--- src/rtl/rx_irq_pkg.sv ---
package rx_irq_pkg;
  localparam int NUM_EVT    = 6;
  localparam int IDX_GO     = 0;
  localparam int IDX_EOPD   = 1;
  localparam int IDX_EOPR   = 2;
  localparam int IDX_SHARED = 3;
  localparam int IDX_FILL   = 4;
  localparam int IDX_OVFL   = 5;

  typedef enum logic [1:0] {
    RD_IDLE  = 2'd0,
    RD_ARMED = 2'd1,
    RD_BUSY  = 2'd2
  } rd_state_t;
endpackage

--- src/rtl/irq_evt_mux.sv ---
module irq_evt_mux #(
  parameter int N_EVT      = 6,
  parameter int SHARED_IDX = 3
) (
  input  logic [N_EVT-1:0] rx_evt,
  input  logic             tx_evt,
  input  logic             sel_tx,
  output logic [N_EVT-1:0] ev_eff
);
  // One bit position carries either the receive or the transmit source.
  for (genvar i = 0; i < N_EVT; i++) begin : g_bit
    if (i == SHARED_IDX) begin : g_shared
      assign ev_eff[i] = sel_tx ? tx_evt : rx_evt[i];
    end else begin : g_plain
      assign ev_eff[i] = rx_evt[i];
    end
  end
endmodule

--- src/rtl/irq_rd_seq.sv ---
module irq_rd_seq
  import rx_irq_pkg::*;
#(
  parameter int SYNC_STAGES = 2
) (
  input  logic clk,
  input  logic rst_n,
  input  logic sclk,
  input  logic rd_cmd,
  output logic snap,
  output logic busy,
  output logic done
);
  localparam int LAST = SYNC_STAGES - 1;

  logic [LAST:0] sck_sr;
  logic [LAST:0] cmd_sr;
  logic          sck_prev;
  logic          sck_s;
  logic          cmd_s;
  logic          fall;
  rd_state_t     st_q;
  rd_state_t     st_d;

  // Synchronise the serial clock and the command level into clk.
  // The serial clock idles high, so its chain resets to all ones.
  always_ff @(posedge clk or negedge rst_n) begin
    if (!rst_n) begin
      sck_sr   <= '1;
      cmd_sr   <= '0;
      sck_prev <= 1'b1;
    end else begin
      sck_sr   <= {sck_sr[LAST-1:0], sclk};
      cmd_sr   <= {cmd_sr[LAST-1:0], rd_cmd};
      sck_prev <= sck_s;
    end
  end

  assign sck_s = sck_sr[LAST];
  assign cmd_s = cmd_sr[LAST];
  assign fall  = sck_prev & ~sck_s;

  // IDLE -> ARMED when a read command is seen.
  // ARMED -> BUSY on the first serial clock fall; back to IDLE if withdrawn.
  // BUSY -> IDLE when the command level drops.
  always_comb begin
    st_d = st_q;
    unique case (st_q)
      RD_IDLE:  if (cmd_s) st_d = RD_ARMED;
      RD_ARMED: if (!cmd_s) st_d = RD_IDLE;
                else if (fall) st_d = RD_BUSY;
      RD_BUSY:  if (!cmd_s) st_d = RD_IDLE;
      default:  st_d = RD_IDLE;
    endcase
  end

  always_ff @(posedge clk or negedge rst_n) begin
    if (!rst_n) st_q <= RD_IDLE;
    else        st_q <= st_d;
  end

  assign snap = (st_q == RD_ARMED) & cmd_s & fall;
  assign busy = (st_q == RD_BUSY);
  assign done = busy & ~cmd_s;
endmodule

--- src/rtl/irq_stat_core.sv ---
module irq_stat_core #(
  parameter int N_EVT = 6
) (
  input  logic             clk,
  input  logic             rst_n,
  input  logic [N_EVT-1:0] ev,
  input  logic             snap,
  input  logic             busy,
  input  logic             done,
  output logic [N_EVT-1:0] st_q,
  output logic [N_EVT-1:0] hold_q,
  output logic [N_EVT-1:0] rd_data,
  output logic             rd_valid
);
  logic win;

  assign win = snap | busy;

  always_ff @(posedge clk or negedge rst_n) begin
    if (!rst_n) begin
      st_q   <= '0;
      hold_q <= '0;
    end else if (done) begin
      // Clear, but new events this cycle win over the clear.
      st_q   <= hold_q | ev;
      hold_q <= '0;
    end else if (win) begin
      // Defer only the events whose bit is not already reported.
      hold_q <= hold_q | (ev & ~st_q);
    end else begin
      st_q   <= st_q | ev;
    end
  end

  always_ff @(posedge clk or negedge rst_n) begin
    if (!rst_n) begin
      rd_data  <= '0;
      rd_valid <= 1'b0;
    end else begin
      rd_valid <= snap;
      if (snap) rd_data <= st_q;
    end
  end
endmodule

--- src/rtl/rx_irq_ctrl.sv ---
module rx_irq_ctrl
  import rx_irq_pkg::*;
#(
  parameter int N_EVT       = NUM_EVT,
  parameter int SHARED_IDX  = IDX_SHARED,
  parameter int SYNC_STAGES = 2
) (
  input  logic             clk,
  input  logic             rst_n,
  input  logic [N_EVT-1:0] rx_evt,
  input  logic             tx_underrun,
  input  logic             sel_tx,
  input  logic [N_EVT-1:0] irq_mask,
  input  logic             sclk,
  input  logic             rd_cmd,
  output logic [N_EVT-1:0] rd_data,
  output logic             rd_valid,
  output logic             irq
);
  logic [N_EVT-1:0] ev_eff;
  logic [N_EVT-1:0] st_q;
  logic [N_EVT-1:0] hold_q;
  logic             snap;
  logic             busy;
  logic             done;

  irq_evt_mux #(.N_EVT(N_EVT), .SHARED_IDX(SHARED_IDX)) u_mux (
    .rx_evt (rx_evt),
    .tx_evt (tx_underrun),
    .sel_tx (sel_tx),
    .ev_eff (ev_eff)
  );

  irq_rd_seq #(.SYNC_STAGES(SYNC_STAGES)) u_seq (
    .clk    (clk),
    .rst_n  (rst_n),
    .sclk   (sclk),
    .rd_cmd (rd_cmd),
    .snap   (snap),
    .busy   (busy),
    .done   (done)
  );

  irq_stat_core #(.N_EVT(N_EVT)) u_core (
    .clk      (clk),
    .rst_n    (rst_n),
    .ev       (ev_eff),
    .snap     (snap),
    .busy     (busy),
    .done     (done),
    .st_q     (st_q),
    .hold_q   (hold_q),
    .rd_data  (rd_data),
    .rd_valid (rd_valid)
  );

  assign irq = (|(st_q & irq_mask)) & ~busy;
endmodule

--- config.mk ---
export PLATFORM = sky130hd
export DESIGN_NAME = rx_irq_ctrl
export DESIGN_NICKNAME = d
export VERILOG_FILES = /design/src/rtl/rx_irq_pkg.sv /design/src/rtl/irq_evt_mux.sv /design/src/rtl/irq_rd_seq.sv /design/src/rtl/irq_stat_core.sv /design/src/rtl/rx_irq_ctrl.sv
export SDC_FILE = /design/constraint.sdc
export NUM_CORES = 1
export LEC_CHECK = 0
export ABC_AREA = 1
export ABC_CLOCK_PERIOD_IN_PS = 1300
export BUFFER_PORTS_ARGS = -buffer_cell sky130_fd_sc_hd__buf_2
export CORE_ASPECT_RATIO = 0.6
export CORE_UTILIZATION = 45
export CTS_BUF_LIST = sky130_fd_sc_hd__clkbuf_4
export CTS_CLUSTER_DIAMETER = 200
export DETAILED_ROUTE_END_ITERATION = 10
export GPL_TIMING_DRIVEN = 1
export PLACE_DENSITY_LB_ADDON = 0.2
export SLEW_MARGIN = 20
export SYNTH_ARGS = -nofsm -noshare
export SYNTH_HDL_FRONTEND = slang
export SYNTH_SLANG_ARGS = --single-unit
--- constraint.sdc ---
create_clock -name clk -period 1.3 [get_ports clk]
set_clock_uncertainty 0.1 [all_clocks]
set_input_delay 0.13 -clock clk [delete_from_list [all_inputs] [get_ports clk]]
set_output_delay 0.13 -clock clk [all_outputs]
set_load 0.05 [all_outputs]
==> results.json, run 1 <==
{
  "status": "finished with violations",
  "violations": "setup timing",
  "synthTopCellsByArea": "dfrtp_1 (49%), nand2_1 (23%), dfstp_2 (6.8%), inv_1 (5.1%), nand3_1 (3.9%)",
  "yosysUniqueCellTypes": 15,
  "clkLatencyLatePin_ps": 330,
  "synth_xor_xnor_area_share_pct": 0,
  "met3_usage_pct": 7.42,
  "post_route_cells_drive_above_1_share_pct": 36.5,
  "top_usage_layer": "met2",
  "floorplan.rows": 13,
  "layout_min_cycle_time_ps": 1480,
  "synth_top_family_by_area": "simple AND/OR/NAND/NOR gates",
  "die_w_um": 67.8,
  "synth_compound_area_share_pct": 4.50,
  "min_period_over_period_pct": 113,
  "min_path_type": "in -> reg",
  "cp.arrival_ps": 1250,
  "yosysTopAreaCell": "dfrtp_1",
  "finish.net_count": 211,
  "power.share.sequential_pct": 52.1,
  "cts_root_buf": "clkbuf_4",
  "max_freq_ghz": 0.678,
  "vias_per_cell": 4.91,
  "gp_congestion": 0.809,
  "avgSynthCellArea_um2": 8.22,
  "ys_seq_area_share_pct": 56.1,
  "numClockSinks": 26,
  "drcViolationCount": 0,
  "rsz0062_at_grt": "yes",
  "swShare_pct": 35.2,
  "cap_violations": 0,
  "synthSimpleGateAreaFrac_pct": 33.5,
  "multi_input_area_um2": 508,
  "synth.top_cell.area_share_pct": 49.3,
  "netlist_area_mm2": 0.00117,
  "max_stage_delay_ps": 420,
  "holdPathStages": 5,
  "fill_cells": 186,
  "io_buffers": 25,
  "synth-seq-cells": 26,
  "grt_use_met1_pct": 30.8,
  "p_sw_w": 0.000700,
  "synth_mux_area_share_pct": 0,
  "worst_pin_slew_ps": 563,
  "path_cells": "nand2_1, nand3_2, nor2_4, a21oi_4, buf_6",
  "first_pass_iters": 4,
  "coreArea_mm2": 0.00231,
  "syn_nets": 160,
  "dieHeight_um": 41.5,
  "clkTransAtPathRegs_ps": 120,
  "antenna_cells": 0,
  "overflow": 0,
  "worst_ep_required_time_ps": 1070,
  "antenna_found_initial": 0,
  "numCtsBuffers": 3,
  "via_count": 1089,
  "setup_viol": 16,
  "finalSetupTns_ps": -1210,
  "pwr-share-clk_pct": 18.8,
  "met2_usage_pct": 31.7,
  "worstSetupEndpointType": "output port",
  "dieArea_mm2": 0.00281,
  "yosysWarnings": 0,
  "tritoncts": "built",
  "htreeDepth": 1,
  "avgRoutedWirePerCell_um": 12.4,
  "fin_hold_ws_ps": 28.8,
  "slew_viol_final": 0,
  "r2r_cells": 8,
  "setup_slack_ps": -175,
  "combPwrFrac_pct": 29.1,
  "initial_core_util_pct": 50.5,
  "area_delta_synth_final_pct": 39.7,
  "cp-start-kind": "flop",
  "grt_max_degree": 27,
  "cts_buffer_depth": 2,
  "place_area_mm2": 0.00138,
  "path_class": "reg -> out",
  "hold_viol": 0,
  "netlist_instances": 142,
  "max_slew_margin_pct": 62.5,
  "vdd_drop_max_uv": 641,
  "wirelength_um": 2760,
  "grt_pass1_wl_um": 4500,
  "grt_pass1_vias": 958,
  "crit_slowest_cell": "dfrtp_1",
  "drtIter0Drc": 73,
  "power_density_mw_per_mm2": 1220,
  "postRouteAntennaNets": 0,
  "grt_util_all_layers_pct": 22.2,
  "p_int_w": 0.00129,
  "p_total_w": 0.00199,
  "seqCellArea_um2": 654,
  "design_area_mm2": 0.00163,
  "synthAdderAreaFrac_pct": 0,
  "hpwlAfterDp_um": 1950,
  "crit_path_max_fanout": 2,
  "finish.utilization_pct": 70.6,
  "p_leak_nw": 0.894,
  "io_pins": 26
}
==> power groups by stage <==
| stage | logic, W | clock network [W] | registers [W] |
|---|---|---|---|
| detailed placement | 0.000525 | 0 | 0.00104 |
| global placement | 0.000513 | 0 | 0.00104 |
| floorplan | 0.000214 | 0 | 0.00120 |
| finish | 0.000578 | 0.000375 | 0.00103 |
| CTS | 0.000557 | 0.000385 | 0.00103 |
| global route | 0.000640 | 0.000415 | 0.00105 |
==> metrics by stage <==
step | setup WS, ps | instances
4_1_cts | -186 | 219
6_report | -175 | 222
3_5_place_dp | -7.30 | 203
2_1_floorplan | 60.9 | 142
3_3_place_gp | 18.6 | 203
5_1_grt | -228 | 222
==> cell type report <==
type / instances / area share, %
Multi-Input combinational cell: 98 / 31.2
Inverter: 17 / 4.07
Timing Repair Buffer: 47 / 20.5
Tap cell: 30 / 2.30
Clock buffer: 4 / 1.84
Sequential cell: 26 / 40.1
==> worst max-delay path: cells and delay by family, from the launching register on <==
kind,cells,cell delay [ps]
buffers and inverters,1,150
AO/OA/AOI/OAI,1,60
flip-flops,1,420
AND/OR/NAND/NOR,3,300
==> path summary, 6_finish.rpt <==
path                                       startpoint                          to  slack, ps
min in group asynchronous                       rst_n  u_core.st_q[0]$_DFFE_PN0P_        200
hold / removal                              rx_evt[5]  u_core.st_q[5]$_DFFE_PN0P_         30
setup reg to reg            u_seq.st_q[0]$_DFFE_PN0P_  u_core.st_q[5]$_DFFE_PN0P_       -120
hold reg to reg             u_seq.cmd_sr[0]$_DFF_PN0_   u_seq.cmd_sr[1]$_DFF_PN0_        270
setup / recovery           u_core.st_q[4]$_DFFE_PN0P_                         irq       -180
max in group asynchronous                       rst_n   u_seq.sck_sr[0]$_DFF_PN1_        500
==> timing repair <==
item | 4_1_cts | 5_1_grt
hold buffers | 7 | 0
hold endpoints to repair | 29 | 0
setup endpoints to repair | 9 | 20
buffers inserted | 5 | 3
pin swaps | 13 | 6
gates resized for setup | 9 | 16
==> synthesized netlist by cell type <==
| cell type | count |
|---|---|
| nand2_1 | 70 |
| dfrtp_1 | 23 |
| inv_1 | 16 |
| nand3_1 | 9 |
| o21bai_1 | 5 |
| nor2_1 | 4 |
| dfstp_2 | 3 |
| nor2_4 | 3 |
| nand2_4 | 2 |
| o21ai_0 | 2 |
| a21oi_1 | 1 |
| buf_2 | 1 |
| inv_2 | 1 |
| nand2_2 | 1 |
| nor2_2 | 1 |
==> routing by layer <==
metal	vias up	part of all wire (%)	wire (µm)
met4	0	3.2	89
li1	535	-	-
met5	-	0	0
met3	9	5.2	145
met1	512	47	1300
met2	33	45	1230
==> cell usage in the layout, fill, tap and decap left out, drive strengths merged <==
cell / count
buf: 40
o21ai: 2
dlygate4sd3: 7
nor2: 8
nand3: 9
nand2: 73
dfrtp: 23
clkbuf: 4
inv: 17
a21oi: 1
o21bai: 5
dfstp: 3
==> cell families after synthesis <==
family,Yosys count
and+or+nand+nor,90
DFF,26
buffers and inverters,18
AOI/OAI and AO/OA,8
==> registers in the layout (all words and copies together) (netlist names) <==
signal           flops
u_core.st_q          6
u_core.hold_q        6
u_seq.sck_prev       1
u_seq.sck_sr         2
u_core.rd_data       6
u_seq.cmd_sr         2
u_seq.st_q           2
u_core.rd_valid      1
(Power assumes the default switching activity.)
==> run 2: changes to the inputs <==
- CORE_ASPECT_RATIO: 0.6 -> 1.4
- CTS_BUF_LIST: sky130_fd_sc_hd__clkbuf_4 -> sky130_fd_sc_hd__clkbuf_16
==> results.json, run 2 (synthesized netlist as in run 1, its figures left out) <==
{
  "status": "finished with violations",
  "violations": "setup timing",
  "overflow": 0,
  "tritoncts": "built",
  "p_total_w": 0.00234,
  "via_count": 1042,
  "slew_viol_final": 0,
  "crit_path_max_fanout": 2,
  "grt_pass1_vias": 1005,
  "worst_ep_required_time_ps": 1070,
  "antenna_found_initial": 0,
  "met1_length_um": 1070,
  "clkLatencyLatePin_ps": 250,
  "initial_core_util_pct": 48.3,
  "final_cell_mix": "nand2_1 (51), buf_2 (24), dfrtp_1 (22), nand2_2 (18), inv_1 (15)",
  "numClockSinks": 26,
  "setup_slack_ps": -34.3,
  "min_period_over_period_pct": 103,
  "worst-path-buf-inv": 1,
  "cap_violations": 0,
  "worstSetupEndpointType": "output port",
  "p_leak_nw": 0.902,
  "layout.cells.most_common": "nand2_1",
  "dieHeight_um": 62.3,
  "grt_max_degree": 27,
  "numCtsBuffers": 3,
  "drcViolationCount": 0,
  "power_density_mw_per_mm2": 1390,
  "min_path_type": "in -> reg",
  "floorplan.rows": 21,
  "htreeDepth": 1,
  "hpwlAfterDp_um": 1800,
  "vdd_drop_max_uv": 799,
  "max_stage_delay_ps": 380,
  "top_layer": "met4",
  "cts_buffer_depth": 2,
  "finish.net_count": 206,
  "path_class": "reg -> out",
  "rsz0062_at_grt": "yes",
  "drtIter0Drc": 15,
  "crit_slowest_cell": "dfrtp_1",
  "antenna_cells": 0,
  "post_route_cells_drive_above_1_share_pct": 43.3,
  "grt_util_all_layers_pct": 20.5,
  "first_pass_iters": 4,
  "grt_pass1_wl_um": 4330,
  "path_cells": "nand2_1, nand3_2, nor2_2, a21oi_2, buf_6",
  "die_w_um": 45.0,
  "fin_hold_ws_ps": 53.6,
  "cp_top_family": "flip-flops",
  "avgRoutedWirePerCell_um": 11.7,
  "wirelength_um": 2580,
  "worst_pin_slew_ps": 570,
  "coreArea_mm2": 0.00242,
  "top_regs": "u_core.hold_q (6), u_core.rd_data (6), u_core.st_q (6)",
  "fill_cells": 221,
  "wl_met3_um": 75,
  "postRouteAntennaNets": 0,
  "dieArea_mm2": 0.00280,
  "cp-start-kind": "flop",
  "clkTransAtPathRegs_ps": 60,
  "io_buffers": 25,
  "max_slew_margin_pct": 62.0,
  "layout_min_cycle_time_ps": 1330,
  "io_pins": 26,
  "vias_per_cell": 4.71,
  "area_delta_synth_final_pct": 43.9,
  "hold_viol": 0,
  "gp_congestion": 0.820,
  "max_freq_ghz": 0.749,
  "cp.arrival_ps": 1100,
  "cts_root_buf": "clkbuf_16",
  "met2_length_um": 1410,
  "setup_viol": 2
}
[run 2: cell count changes in the layout (fill, tap and decap cells not counted), moves of 2 or more]
cell	previous run	this run
dlygate4sd3_1	7	3
nand2_1	62	51
clkbuf_4	4	0
buf_4	12	10
nand2_2	8	18
clkbuf_16	0	3
[run 2: layer usage]
layer	vias up	GRT usage, %
li1	526	-
met1	490	26.1
met2	24	34.6
met3	2	2.62
met4	0	6.82
met5	-	0
[run 2: per-stage QoR]
stage,cells,utilization (%),setup WS [ps],setup TNS (ps),cell area (µm²)
floorplan,142,-,60.9,0,1170
global placement,205,57.2,21.7,0,1380
detailed placement,205,57.2,-12.6,-30.8,1380
CTS,215,63.6,-72.1,-72.1,1540
global route,221,69.5,-83.5,-483,1680
finish,221,69.5,-34.3,-44.0,1680
[run 2: report_power, final]
part	switching, W	leakage, nW	total, W	internal, W
Clock	0.000255	0.0423	0.000665	0.000411
Combinational	0.000389	0.571	0.000611	0.000222
Sequential	0.000115	0.289	0.00106	0.000945
[run 2: worst reg2reg max path, cell delays in order (launching register included)]
cell	delay (ps)
dfstp_2	550
nand2_2	70
nor2_4	120
nand2_4	100
nand2_8	120
inv_8	50
nand2_2	50
nand2_2	50
[run 2: final timing paths]
check	cells past startpoint	endpoint	from	slack (ps)
min in group asynchronous	2	u_core.st_q[0]$_DFFE_PN0P_	rst_n	300
worst max register to register	7	u_core.hold_q[0]$_DFFE_PN0P_	u_seq.sck_prev$_DFF_PN1_	-10
max in group asynchronous	2	u_seq.st_q[0]$_DFFE_PN0P_	rst_n	390
worst max-delay path	5	irq	u_core.st_q[4]$_DFFE_PN0P_	-30
worst min-delay path	5	u_core.st_q[2]$_DFFE_PN0P_	rx_evt[2]	50
worst min register to register	0	u_seq.cmd_sr[1]$_DFF_PN0_	u_seq.cmd_sr[0]$_DFF_PN0_	250
[run 2: layout make-up]
type,instances,area (µm²),share of cell area [%]
Timing Repair Buffer,42,290,17.3
Clock buffer,3,75.1,4.47
Inverter,17,71.3,4.24
Clock inverter,1,3.75,0.223
Multi-Input combinational cell,98,542,32.2
Sequential cell,26,656,39.0
Tap cell,34,42.5,2.53
[run 2: what timing repair did]
| action | in CTS | in global routing |
|---|---|---|
| hold endpoints to repair | 25 | 0 |
| setup endpoints to repair | 7 | 20 |
| buffers inserted | 4 | 6 |
| pin swaps | 5 | 16 |
| resized for setup | 9 | 33 |
| hold buffers | 3 | 0 |
